<file path="src/rtl/dcmd_pkg.sv">
package dcmd_pkg;

    localparam int WORD_W   = 16;
    localparam int OPCODE_W = 8;
    localparam int NUM_SRC  = 2;

    // Byte offsets in the register block; the command word offset is fixed.
    localparam int OFS_COMMAND = 'h40;
    localparam int OFS_STATUS  = 'h42;
    localparam int OFS_MASK    = 'h44;
    localparam int OFS_ADDR_LO = 'h46;
    localparam int OFS_ADDR_HI = 'h48;

    // Legal opcodes share the upper six bits 000001.
    localparam logic [OPCODE_W-3:0] LEGAL_FAMILY = 6'h01;
    localparam logic [OPCODE_W-1:0] OPC_FULL_LOAD = 8'h05;

    typedef enum logic [1:0] {
        ST_IDLE,
        ST_LAUNCH,
        ST_RUN,
        ST_ARMED
    } seq_state_e;

    typedef enum logic [1:0] {
        XC_LOAD_PAIR,
        XC_LOAD_ALL,
        XC_DUMP_PAIR,
        XC_DUMP_ALL
    } xfer_cmd_e;

    // Command word without its reserved bits.
    typedef struct packed {
        logic [OPCODE_W-1:0] op;
        logic                wp;
        logic                loop;
        logic                ecl;
    } cmd_ctl_t;

    // Sticky event sources; bit order matches the mask register.
    typedef struct packed {
        logic rsv;
        logic ecl_evt;
    } evt_flags_t;

    function automatic logic op_is_legal(input logic [OPCODE_W-1:0] op);
        return op[OPCODE_W-1:2] == LEGAL_FAMILY;
    endfunction

    function automatic xfer_cmd_e op_to_cmd(input logic [OPCODE_W-1:0] op);
        return xfer_cmd_e'(op[1:0]);
    endfunction

endpackage

</file>
<file path="src/rtl/dcmd_regs.sv">
module dcmd_regs
    import dcmd_pkg::*;
#(
    parameter int REG_AW  = 7,
    parameter int XADDR_W = 24
) (
    input  logic                 clk,
    input  logic                 rst,
    input  logic                 cpu_we,
    input  logic                 cpu_re,
    input  logic [REG_AW-1:0]    cpu_addr,
    input  logic [WORD_W-1:0]    cpu_wdata,
    input  cmd_ctl_t             ctl_view,
    input  evt_flags_t           flags,
    output logic [WORD_W-1:0]    cpu_rdata,
    output logic [NUM_SRC-1:0]   mask,
    output logic [XADDR_W-1:0]   xaddr,
    output logic                 cmd_wr,
    output cmd_ctl_t             cmd_wfields,
    output logic                 status_rd
);

    localparam int HI_W = XADDR_W - WORD_W;

    logic [WORD_W-1:0]  addr_lo_q;
    logic [HI_W-1:0]    addr_hi_q;
    logic [NUM_SRC-1:0] mask_q;
    logic [WORD_W-1:0]  rd_mux;

    logic sel_cmd, sel_sts, sel_msk, sel_lo, sel_hi;

    assign sel_cmd = cpu_addr == REG_AW'(OFS_COMMAND);
    assign sel_sts = cpu_addr == REG_AW'(OFS_STATUS);
    assign sel_msk = cpu_addr == REG_AW'(OFS_MASK);
    assign sel_lo  = cpu_addr == REG_AW'(OFS_ADDR_LO);
    assign sel_hi  = cpu_addr == REG_AW'(OFS_ADDR_HI);

    assign cmd_wr    = cpu_we && sel_cmd;
    assign status_rd = cpu_re && sel_sts;

    assign cmd_wfields.op   = cpu_wdata[WORD_W-1:WORD_W-OPCODE_W];
    assign cmd_wfields.wp   = cpu_wdata[2];
    assign cmd_wfields.loop = cpu_wdata[1];
    assign cmd_wfields.ecl  = cpu_wdata[0];

    always_ff @(posedge clk) begin
        if (rst) begin
            addr_lo_q <= '0;
            addr_hi_q <= '0;
            mask_q    <= '1;
        end else if (cpu_we) begin
            if (sel_lo)  addr_lo_q <= cpu_wdata;
            if (sel_hi)  addr_hi_q <= cpu_wdata[HI_W-1:0];
            if (sel_msk) mask_q    <= cpu_wdata[NUM_SRC-1:0];
        end
    end

    assign mask  = mask_q;
    assign xaddr = {addr_hi_q, addr_lo_q};

    always_comb begin
        rd_mux = '0;
        if (sel_cmd) rd_mux = {ctl_view.op, 5'b0, ctl_view.wp, ctl_view.loop, ctl_view.ecl};
        if (sel_sts) rd_mux = {{(WORD_W-3){1'b0}}, flags.rsv, flags.ecl_evt, ctl_view.ecl};
        if (sel_msk) rd_mux = WORD_W'(mask_q);
        if (sel_lo)  rd_mux = addr_lo_q;
        if (sel_hi)  rd_mux = WORD_W'(addr_hi_q);
    end

    always_ff @(posedge clk) begin
        if (rst)         cpu_rdata <= '0;
        else if (cpu_re) cpu_rdata <= rd_mux;
    end

    // mask leaves reset with every source disabled
    a_r1_mask_reset: assert property (@(posedge clk) $fell(rst) |-> (&mask_q));

endmodule

</file>
<file path="src/rtl/dcmd_seq.sv">
module dcmd_seq
    import dcmd_pkg::*;
#(
    parameter int XADDR_W = 24
) (
    input  logic               clk,
    input  logic               rst,
    input  logic               cmd_wr,
    input  cmd_ctl_t           cmd_wfields,
    input  logic               vsync_pulse,
    input  logic               eng_done,
    input  logic [XADDR_W-1:0] xaddr,
    output cmd_ctl_t           ctl_view,
    output logic               eng_start,
    output logic [1:0]         eng_cmd,
    output logic [XADDR_W-1:0] eng_addr,
    output logic               eng_wp,
    output logic               crt_oe,
    output logic               ev_ecl,
    output logic               ev_rsv
);

    seq_state_e          state_q;
    logic [OPCODE_W-1:0] op_q;
    logic                wp_q, loop_q, ecl_q, first_q;
    logic                go, legal, fin;

    assign go    = (state_q == ST_LAUNCH) || (state_q == ST_ARMED && vsync_pulse);
    assign legal = op_is_legal(op_q);
    assign fin   = (state_q == ST_RUN) && eng_done;

    assign ev_rsv = go && !legal;
    assign ev_ecl = ev_rsv || (fin && !loop_q);

    always_ff @(posedge clk) begin
        if (rst) begin
            state_q   <= ST_IDLE;
            op_q      <= '0;
            wp_q      <= 1'b0;
            loop_q    <= 1'b0;
            ecl_q     <= 1'b1;
            first_q   <= 1'b0;
            eng_start <= 1'b0;
            eng_cmd   <= '0;
            eng_addr  <= '0;
        end else begin
            eng_start <= 1'b0;
            if (cmd_wr) begin
                if (ecl_q) begin
                    op_q   <= cmd_wfields.op;
                    wp_q   <= cmd_wfields.wp;
                    loop_q <= cmd_wfields.loop;
                    ecl_q  <= cmd_wfields.ecl;
                    if (!cmd_wfields.ecl)
                        state_q <= cmd_wfields.loop ? ST_ARMED : ST_LAUNCH;
                end else begin
                    loop_q <= cmd_wfields.loop;
                end
            end
            if (go) begin
                if (legal) begin
                    eng_start <= 1'b1;
                    eng_cmd   <= op_to_cmd(op_q);
                    eng_addr  <= xaddr;
                    state_q   <= ST_RUN;
                end else begin
                    state_q <= ST_IDLE;
                    ecl_q   <= 1'b1;
                    loop_q  <= 1'b0;
                end
            end
            if (fin) begin
                if (op_q == OPC_FULL_LOAD) first_q <= 1'b1;
                if (loop_q) begin
                    state_q <= ST_ARMED;
                end else begin
                    state_q <= ST_IDLE;
                    ecl_q   <= 1'b1;
                end
            end
        end
    end

    assign ctl_view.op   = op_q;
    assign ctl_view.wp   = wp_q;
    assign ctl_view.loop = loop_q;
    assign ctl_view.ecl  = ecl_q;

    assign crt_oe = first_q;
    assign eng_wp = wp_q && first_q;

    // launch strobe lasts one cycle
    a_r3_start_single: assert property (@(posedge clk) disable iff (rst)
        eng_start |=> !eng_start);

    // idle bit and sequencer idle state agree
    a_r3_ecl_tracks_idle: assert property (@(posedge clk) disable iff (rst)
        ecl_q == (state_q == ST_IDLE));

    // no launch happens while idle
    a_r4_start_needs_busy: assert property (@(posedge clk) disable iff (rst)
        eng_start |-> (state_q == ST_RUN) && !ecl_q);

    // a refused opcode is followed by no launch
    a_r7_refuse_no_start: assert property (@(posedge clk) disable iff (rst)
        ev_rsv |=> !eng_start && ecl_q && !loop_q);

    // transfer address frozen for the whole run
    a_r9_addr_hold: assert property (@(posedge clk) disable iff (rst)
        (state_q == ST_RUN && !eng_start) |-> $stable(eng_addr));

    // sync output enable never drops once set
    a_r12_oe_sticky: assert property (@(posedge clk) disable iff (rst)
        crt_oe |=> crt_oe);

endmodule

</file>
<file path="src/rtl/dcmd_irq.sv">
module dcmd_irq
    import dcmd_pkg::*;
(
    input  logic               clk,
    input  logic               rst,
    input  logic               ev_ecl,
    input  logic               ev_rsv,
    input  logic               status_rd,
    input  logic [NUM_SRC-1:0] mask,
    output evt_flags_t         flags,
    output logic               irq
);

    evt_flags_t flags_q;

    always_ff @(posedge clk) begin
        if (rst) begin
            flags_q <= '0;
        end else begin
            if (status_rd) flags_q <= '0;
            if (ev_ecl)    flags_q.ecl_evt <= 1'b1;
            if (ev_rsv)    flags_q.rsv     <= 1'b1;
        end
    end

    assign flags = flags_q;
    assign irq   = |(flags_q & ~mask);

    // a status read with no new event leaves the flags empty
    a_r8_read_clears: assert property (@(posedge clk) disable iff (rst)
        (status_rd && !ev_ecl && !ev_rsv) |=> (flags_q == '0));

    // a new event always lands in the flags
    a_r8_event_sticks: assert property (@(posedge clk) disable iff (rst)
        ev_rsv |=> flags_q.rsv && flags_q.ecl_evt);

endmodule

</file>
<file path="src/rtl/dcmd_ctrl.sv">
module dcmd_ctrl
    import dcmd_pkg::*;
#(
    parameter int REG_AW  = 7,
    parameter int XADDR_W = 24
) (
    input  logic               clk,
    input  logic               rst,
    input  logic               cpu_we,
    input  logic               cpu_re,
    input  logic [REG_AW-1:0]  cpu_addr,
    input  logic [15:0]        cpu_wdata,
    output logic [15:0]        cpu_rdata,
    input  logic               vsync_pulse,
    output logic               eng_start,
    output logic [1:0]         eng_cmd,
    output logic [XADDR_W-1:0] eng_addr,
    output logic               eng_wp,
    input  logic               eng_done,
    output logic               crt_oe,
    output logic               irq
);

    cmd_ctl_t           ctl_view;
    cmd_ctl_t           cmd_wfields;
    evt_flags_t         flags;
    logic [NUM_SRC-1:0] mask;
    logic [XADDR_W-1:0] xaddr;
    logic               cmd_wr, status_rd, ev_ecl, ev_rsv;

    dcmd_regs #(.REG_AW(REG_AW), .XADDR_W(XADDR_W)) u_regs (
        .clk         (clk),
        .rst         (rst),
        .cpu_we      (cpu_we),
        .cpu_re      (cpu_re),
        .cpu_addr    (cpu_addr),
        .cpu_wdata   (cpu_wdata),
        .ctl_view    (ctl_view),
        .flags       (flags),
        .cpu_rdata   (cpu_rdata),
        .mask        (mask),
        .xaddr       (xaddr),
        .cmd_wr      (cmd_wr),
        .cmd_wfields (cmd_wfields),
        .status_rd   (status_rd)
    );

    dcmd_seq #(.XADDR_W(XADDR_W)) u_seq (
        .clk         (clk),
        .rst         (rst),
        .cmd_wr      (cmd_wr),
        .cmd_wfields (cmd_wfields),
        .vsync_pulse (vsync_pulse),
        .eng_done    (eng_done),
        .xaddr       (xaddr),
        .ctl_view    (ctl_view),
        .eng_start   (eng_start),
        .eng_cmd     (eng_cmd),
        .eng_addr    (eng_addr),
        .eng_wp      (eng_wp),
        .crt_oe      (crt_oe),
        .ev_ecl      (ev_ecl),
        .ev_rsv      (ev_rsv)
    );

    dcmd_irq u_irq (
        .clk       (clk),
        .rst       (rst),
        .ev_ecl    (ev_ecl),
        .ev_rsv    (ev_rsv),
        .status_rd (status_rd),
        .mask      (mask),
        .flags     (flags),
        .irq       (irq)
    );

endmodule

</file>
<file path="config.mk">
export PLATFORM = sky130hd
export DESIGN_NAME = dcmd_ctrl
export DESIGN_NICKNAME = d
export VERILOG_FILES = /design/src/rtl/dcmd_pkg.sv /design/src/rtl/dcmd_regs.sv /design/src/rtl/dcmd_seq.sv /design/src/rtl/dcmd_irq.sv /design/src/rtl/dcmd_ctrl.sv
export SDC_FILE = /design/constraint.sdc
export NUM_CORES = 1
export LEC_CHECK = 0
export BUFFER_PORTS_ARGS = -buffer_cell sky130_fd_sc_hd__buf_2
export CORE_UTILIZATION = 30
export DETAILED_ROUTE_END_ITERATION = 16
export SETUP_SLACK_MARGIN = 0.02
export SLEW_MARGIN = 20
export SYNTH_ARGS = -nofsm -noshare
export SYNTH_HDL_FRONTEND = slang
export SYNTH_SLANG_ARGS = --single-unit
</file>
<file path="constraint.sdc">
create_clock -name clk -period 3.75 [get_ports clk]
set_input_delay 0.5625 -clock clk [delete_from_list [all_inputs] [get_ports clk]]
set_output_delay 0.5625 -clock clk [all_outputs]
set_load 0.005 [all_outputs]
</file>
======== Word-level counts from Yosys, hierarchy flattened ========
Index checks and enable logic that the tools add are counted.
word-level totals
  bits in registers ....................... 85
  output and inout port bits .............. 46
  word-level logic and storage cells ...... 79
operators by class
  eq/ne operators ......................... 11
  muxes and demuxes ....................... 26
  bitwise logic cells ..................... 3
  reductions and logical operators ........ 24
operators by type and width
  cell                                                                   number
  16-bit 2-to-1 mux                                                      5
  7-bit equality test, second input constant                             5
  2-bit 2-to-1 mux                                                       9
  1-bit 2-to-1 mux                                                       12
  2-bit AND reduction                                                    6
  8-bit by 3-bit equality test with 1-bit output, second input constant  1
  1-bit logical AND                                                      7
  6-bit by 1-bit equality test with 1-bit output, second input constant  1
  3-bit nonzero test                                                     2
  2-bit equality test, second input constant                             2
  2-bit nonzero test                                                     2
  2-bit OR reduction                                                     2
  3-bit by 1-bit != test with 1-bit output, second input constant        1
  3-bit AND reduction                                                    1
  2-bit bitwise AND                                                      1
  2-bit by 1-bit equality test with 1-bit output, second input constant  1
  1-bit logical NOT                                                      2
  1-bit logical OR                                                       2
  2-bit inverter                                                         1
  1-bit inverter                                                         1

======== Depth between registers and ports, before layout ========
  depth after elaboration ................. 7
  depth in mapped cells ................... 8
  gate-level depth less buffers ........... 4

======== By module ========
Synthesis repeated with hierarchy kept, for this count alone.
unflattened totals
  cell total of the unflattened synthesis .. 395
  area, all modules ....................... 3,663.5 um2
modules (own cells, without submodules)
  module     instances  cells an instance  area each (um2)  sequential area each (um2)
  dcmd_regs  1          219                1,976.9          840.8
  dcmd_seq   1          165                1,602.8          820.8
  dcmd_irq   1          11                 83.8             40.0

======== Least setup slack after synthesis ========
No wires, ideal clock.
  path kind ............................... input port to flip-flop
  start ................................... input port cpu_addr[2]
  end ..................................... register u_regs.addr_lo_q[10]
  setup time .............................. 0.128 ns
  arrival ................................. 1.631 ns
  required time ........................... 3.622 ns
  path slack .............................. 1.991 ns
  cell stages on the path ................. 8
  path through ............................ buf_2 -> and2_2 -> buf_2 -> nand4b_2 -> buf_6 -> buf_12 -> mux2i_1 -> nor2_1
between the ends
  word-level cells in the longest chain between the ends .. 2
ends and longest elaborated chain
  what                           RTL line         source
  start, declared                dcmd_ctrl.sv:11  input logic [REG_AW-1:0] cpu_addr,
  7-bit equality test            dcmd_regs.sv:35  assign sel_lo = cpu_addr == REG_AW'(OFS_ADDR_LO);
  2-bit AND reduction (no line)  --
  end signal, assigned           dcmd_regs.sv:52  if (sel_lo) addr_lo_q <= cpu_wdata;
  end, declared                  dcmd_regs.sv:25  logic [WORD_W-1:0] addr_lo_q;
Every way passes these cells.
A chain may end at the register's enable or synchronous reset.

======== Final worst setup path ========
  start ................................... input port cpu_addr[5]
  end ..................................... register u_seq.state_q[1]
between the ends
  word-level cells in the longest chain between the ends .. 4
ends and longest elaborated chain
  what                           RTL line         source
  7-bit equality test            dcmd_regs.sv:32  assign sel_cmd = cpu_addr == REG_AW'(OFS_COMMAND);
  1-bit logical AND              dcmd_regs.sv:38  assign cmd_wr = cpu_we && sel_cmd;
  3-bit nonzero test (no line)   --
  3-bit AND reduction (no line)  --
  end signal, assigned           dcmd_seq.sv:55   state_q <= cmd_wfields.loop ? ST_ARMED : ST_LAUNCH;
  end, declared                  dcmd_seq.sv:23   seq_state_e state_q;
Every way passes these cells.

==> flow_summary_export.csv <==
group,metric,value,unit
clocking,cts_max_level,3,
layout,syn_to_final_growth,21.9,%
layout,fillers,1101,
timing,fmax,0.460,GHz
place,gp_congestion,0.791,
timing,drv_slew,0,
synthesis,synthCells,340,
layout,drive_gt1_frac,0.248,
drt,drt_iter0_drc,108,
clocking,cts_tree,"done",
layout,instances_no_fill,552,
place,dp_cells,536,
power,power_frac_clock,0.487,
timing,hold_viol_final,0,
place,pre_cts_slack,1.21,ns
timing,period_needed,2.17,ns
clocking,clockBufferDepth,2,
drt,ant_nets,0,
place,post-dp-hpwl,5940,microns
clocking,clock-sinks,85,
layout,final_nets,436,
critical_path,crit_start,"cpu_addr[5]",
global_routing,grt_pass1_vias,2507,
global_routing,grt-ovfl-total,0,
critical_path,reg2reg_slack,1.90,ns
global_routing,grt_usage,0.147,
power,powerDensity,452,nW/um^2
run,drv_cap,0,
layout,antenna_cells,0,
synthesis,synthFlopType,"dfxtp_1",
floorplan,start_util,0.313,
critical_path,cp.arrival,2.43,ns
power,vdd_ir_drop_max,0.000193,V
floorplan,core,11000,sq um
synthesis,post-synth-top-area-fraction,0.495,
critical_path,crit_fanout,11,
power,swShare,0.203,
power,p_seq_frac,0.478,
place,io_buffers,74,
synthesis,yosysTopAreaCell,"dfxtp_1",
floorplan,io_pins,75,
global_routing,antenna_found_initial,0,
synthesis,synth_nets,369,
power,comb_power_share,0.035,
drt,wl_per_cell,14.9,microns
timing,rsz0062_at_grt,"no",
critical_path,cp-endpoint,"u_seq.state_q[1]",
drt,viasPerCell,4.74,
power,leakage,2.19,nW
clocking,clock_latency,0.33,ns
outcome,status,"finished clean",
synthesis,synth-edff-count,0,
timing,setup_viol,0,
timing,finClkSkew,0.00880,ns
synthesis,synth-seq-cells,85,
critical_path,crit_required,4.01,ns
critical_path,reg2regPathDepth,5,
clocking,clk_pin_slew,0.06,ns
floorplan,die_w,109,microns
synthesis,synth_area,3440,sq um
critical_path,reg2reg_from,"u_seq.op_q[3]",
drt,dr_total_vias,2618,
floorplan,die_h,109,microns
synthesis,yosys.cell_types.count,42,
synthesis,syn_avg_cell_area,10.1,sq um
timing,min_period_over_period,0.580,
power,power_switching,0.384,mW
clocking,post-cts-setup-buffers,0,
critical_path,rr_endpoint,"u_seq.eng_addr[17]",
timing,relSlewSlack,0.492,
global_routing,grt_pass1_wl,13200,microns
floorplan,rows,38,
floorplan,dieArea,11900,sq um
critical_path,cp-start-kind,"input pin",
synthesis,ys_seq_area_frac,0.495,
hold_path,hp-class,"flop to flop",
timing,fin_tns_setup,0,ns
timing,fin_ws,1.58,ns
global_routing,grt_max_degree,41,
clocking,postCtsHoldBufs,0,
drt,firstDrtPassIters,4,
critical_path,critical_path_class,"input pin to flop",
clocking,cts_resized,0,
drt,route.detailed.drc,0,
synthesis,netlist_top_cells_area,"dfxtp_1, mux2i_1, nor2_1",
drt,routed_wl,8250,microns
clocking,cts_made_buffers,9,
synthesis,async_flop_share,0,
power,internal_power,1.51,mW
synthesis,yosys_warnings,0,
clocking,root_buffer,"clkbuf_16",
critical_path,cp-end-kind,"flop",
timing,tightest_slew,0.759,ns
[per-layer routing]
layer / vias up / part of all wire / track usage
met1: 1232 / 0.46 / 0.187
met3: 11 / 0.047 / 0.0424
met2: 53 / 0.47 / 0.231
met4: 0 / 0.017 / 0.0598
met5: - / 0 / 0
li1: 1322 / - / -
[worst min path at each step]
stage	cells past startpoint	start	to
after CTS	2	u_regs.cpu_rdata[1]	u_regs.cpu_rdata[1]
final	2	u_regs.cpu_rdata[1]	u_regs.cpu_rdata[1]
after detailed placement	2	u_regs.cpu_rdata[1]	u_regs.cpu_rdata[1]
after global placement	2	u_regs.cpu_rdata[1]	u_regs.cpu_rdata[1]
after global routing	2	u_regs.cpu_rdata[1]	u_regs.cpu_rdata[1]
after floorplan	2	u_regs.addr_lo_q[3]	u_regs.cpu_rdata[3]
[metrics by stage]
| stage | hold slack (ns) | util | area [sq um] | power (mW) |
|---|---|---|---|---|
| floorplan | 0.444 | - | 3440 | 0.960 |
| global route | 0.481 | 0.382 | 4190 | 1.96 |
| CTS | 0.466 | 0.382 | 4190 | 1.91 |
| finish | 0.464 | 0.382 | 4190 | 1.89 |
| detailed placement | 0.457 | 0.353 | 3880 | 0.992 |
| global placement | 0.458 | 0.353 | 3880 | 0.991 |
[power by group through the flow]
| stage | Clock (mW) | Combinational, mW | Sequential (mW) |
|---|---|---|---|
| floorplan | 0 | 0.0351 | 0.925 |
| global placement | 0 | 0.0663 | 0.925 |
| detailed placement | 0 | 0.0669 | 0.925 |
| CTS | 0.942 | 0.0671 | 0.905 |
| global route | 0.984 | 0.0728 | 0.905 |
| finish | 0.921 | 0.0664 | 0.905 |
[kinds of logic after synthesis]
| family | Yosys count | synth area share |
|---|---|---|
| compound gates | 47 | 0.0990 |
| flops | 85 | 0.495 |
| buf+inv | 26 | 0.0418 |
| mux | 64 | 0.187 |
| simple gates | 118 | 0.177 |
[sequential cells by signal (all words and copies together) (netlist names)]
register / flops
u_irq.flags: 2
u_regs.addr_hi_q: 8
u_regs.addr_lo_q: 16
u_regs.cpu_rdata: 16
u_regs.mask: 2
u_seq.crt_oe: 1
u_seq.ecl_q: 1
u_seq.eng_addr: 24
u_seq.eng_cmd: 2
u_seq.eng_start: 1
u_seq.loop_q: 1
u_seq.op_q: 8
u_seq.state_q: 2
u_seq.wp_q: 1
[synthesized netlist by cell type (2+ instances only)]
cell      number
a22o_1        17
o21ai_0        3
a21oi_1       15
nand3_1        2
nor2b_1        8
mux2_2         2
a211o_1        2
dfxtp_1       85
nand4b_1       4
buf_2          6
nor4b_1        2
buf_6          3
nand3b_1       3
nand2_1       12
nand2b_1       4
and2_1         2
clkbuf_1      11
inv_1          5
mux2i_1       62
nor2_1        68
or2_2          2
nor3b_1        2
[area by class of cell]
type / instances / area (sq um) / area share
flip-flops and latches: 85 / 1700 / 0.406
multi-input cells: 229 / 1590 / 0.380
repair buffers: 77 / 393 / 0.0938
clock buffers: 12 / 236 / 0.0564
well taps: 140 / 175 / 0.0418
clock inverters: 4 / 72.6 / 0.0173
inverters: 5 / 18.8 / 0.00448
[layout by cell type (no fill, tap or decap), drive strengths merged, types with 2 or more instances in the layout]
master  instances
a21oi          15
buf            77
nor2           68
nor4b           3
o21ai           3
mux2            2
nand3           2
nand4           2
nand3b          3
dfxtp          85
o211ai          2
nand4b          5
mux2i          62
or2             2
a22o           17
nor2b           8
a211o           2
bufinv          2
nand2b          4
nor3b           2
inv             5
nand2          12
and2            3
clkbuf         12
[critical path: stages]
cell      delay, ns
buf_2          0.11
nor4b_4        0.55
nand3_1        0.62
o211ai_2       0.37
mux2i_1        0.22
Power figures use the tool's default switching activity.
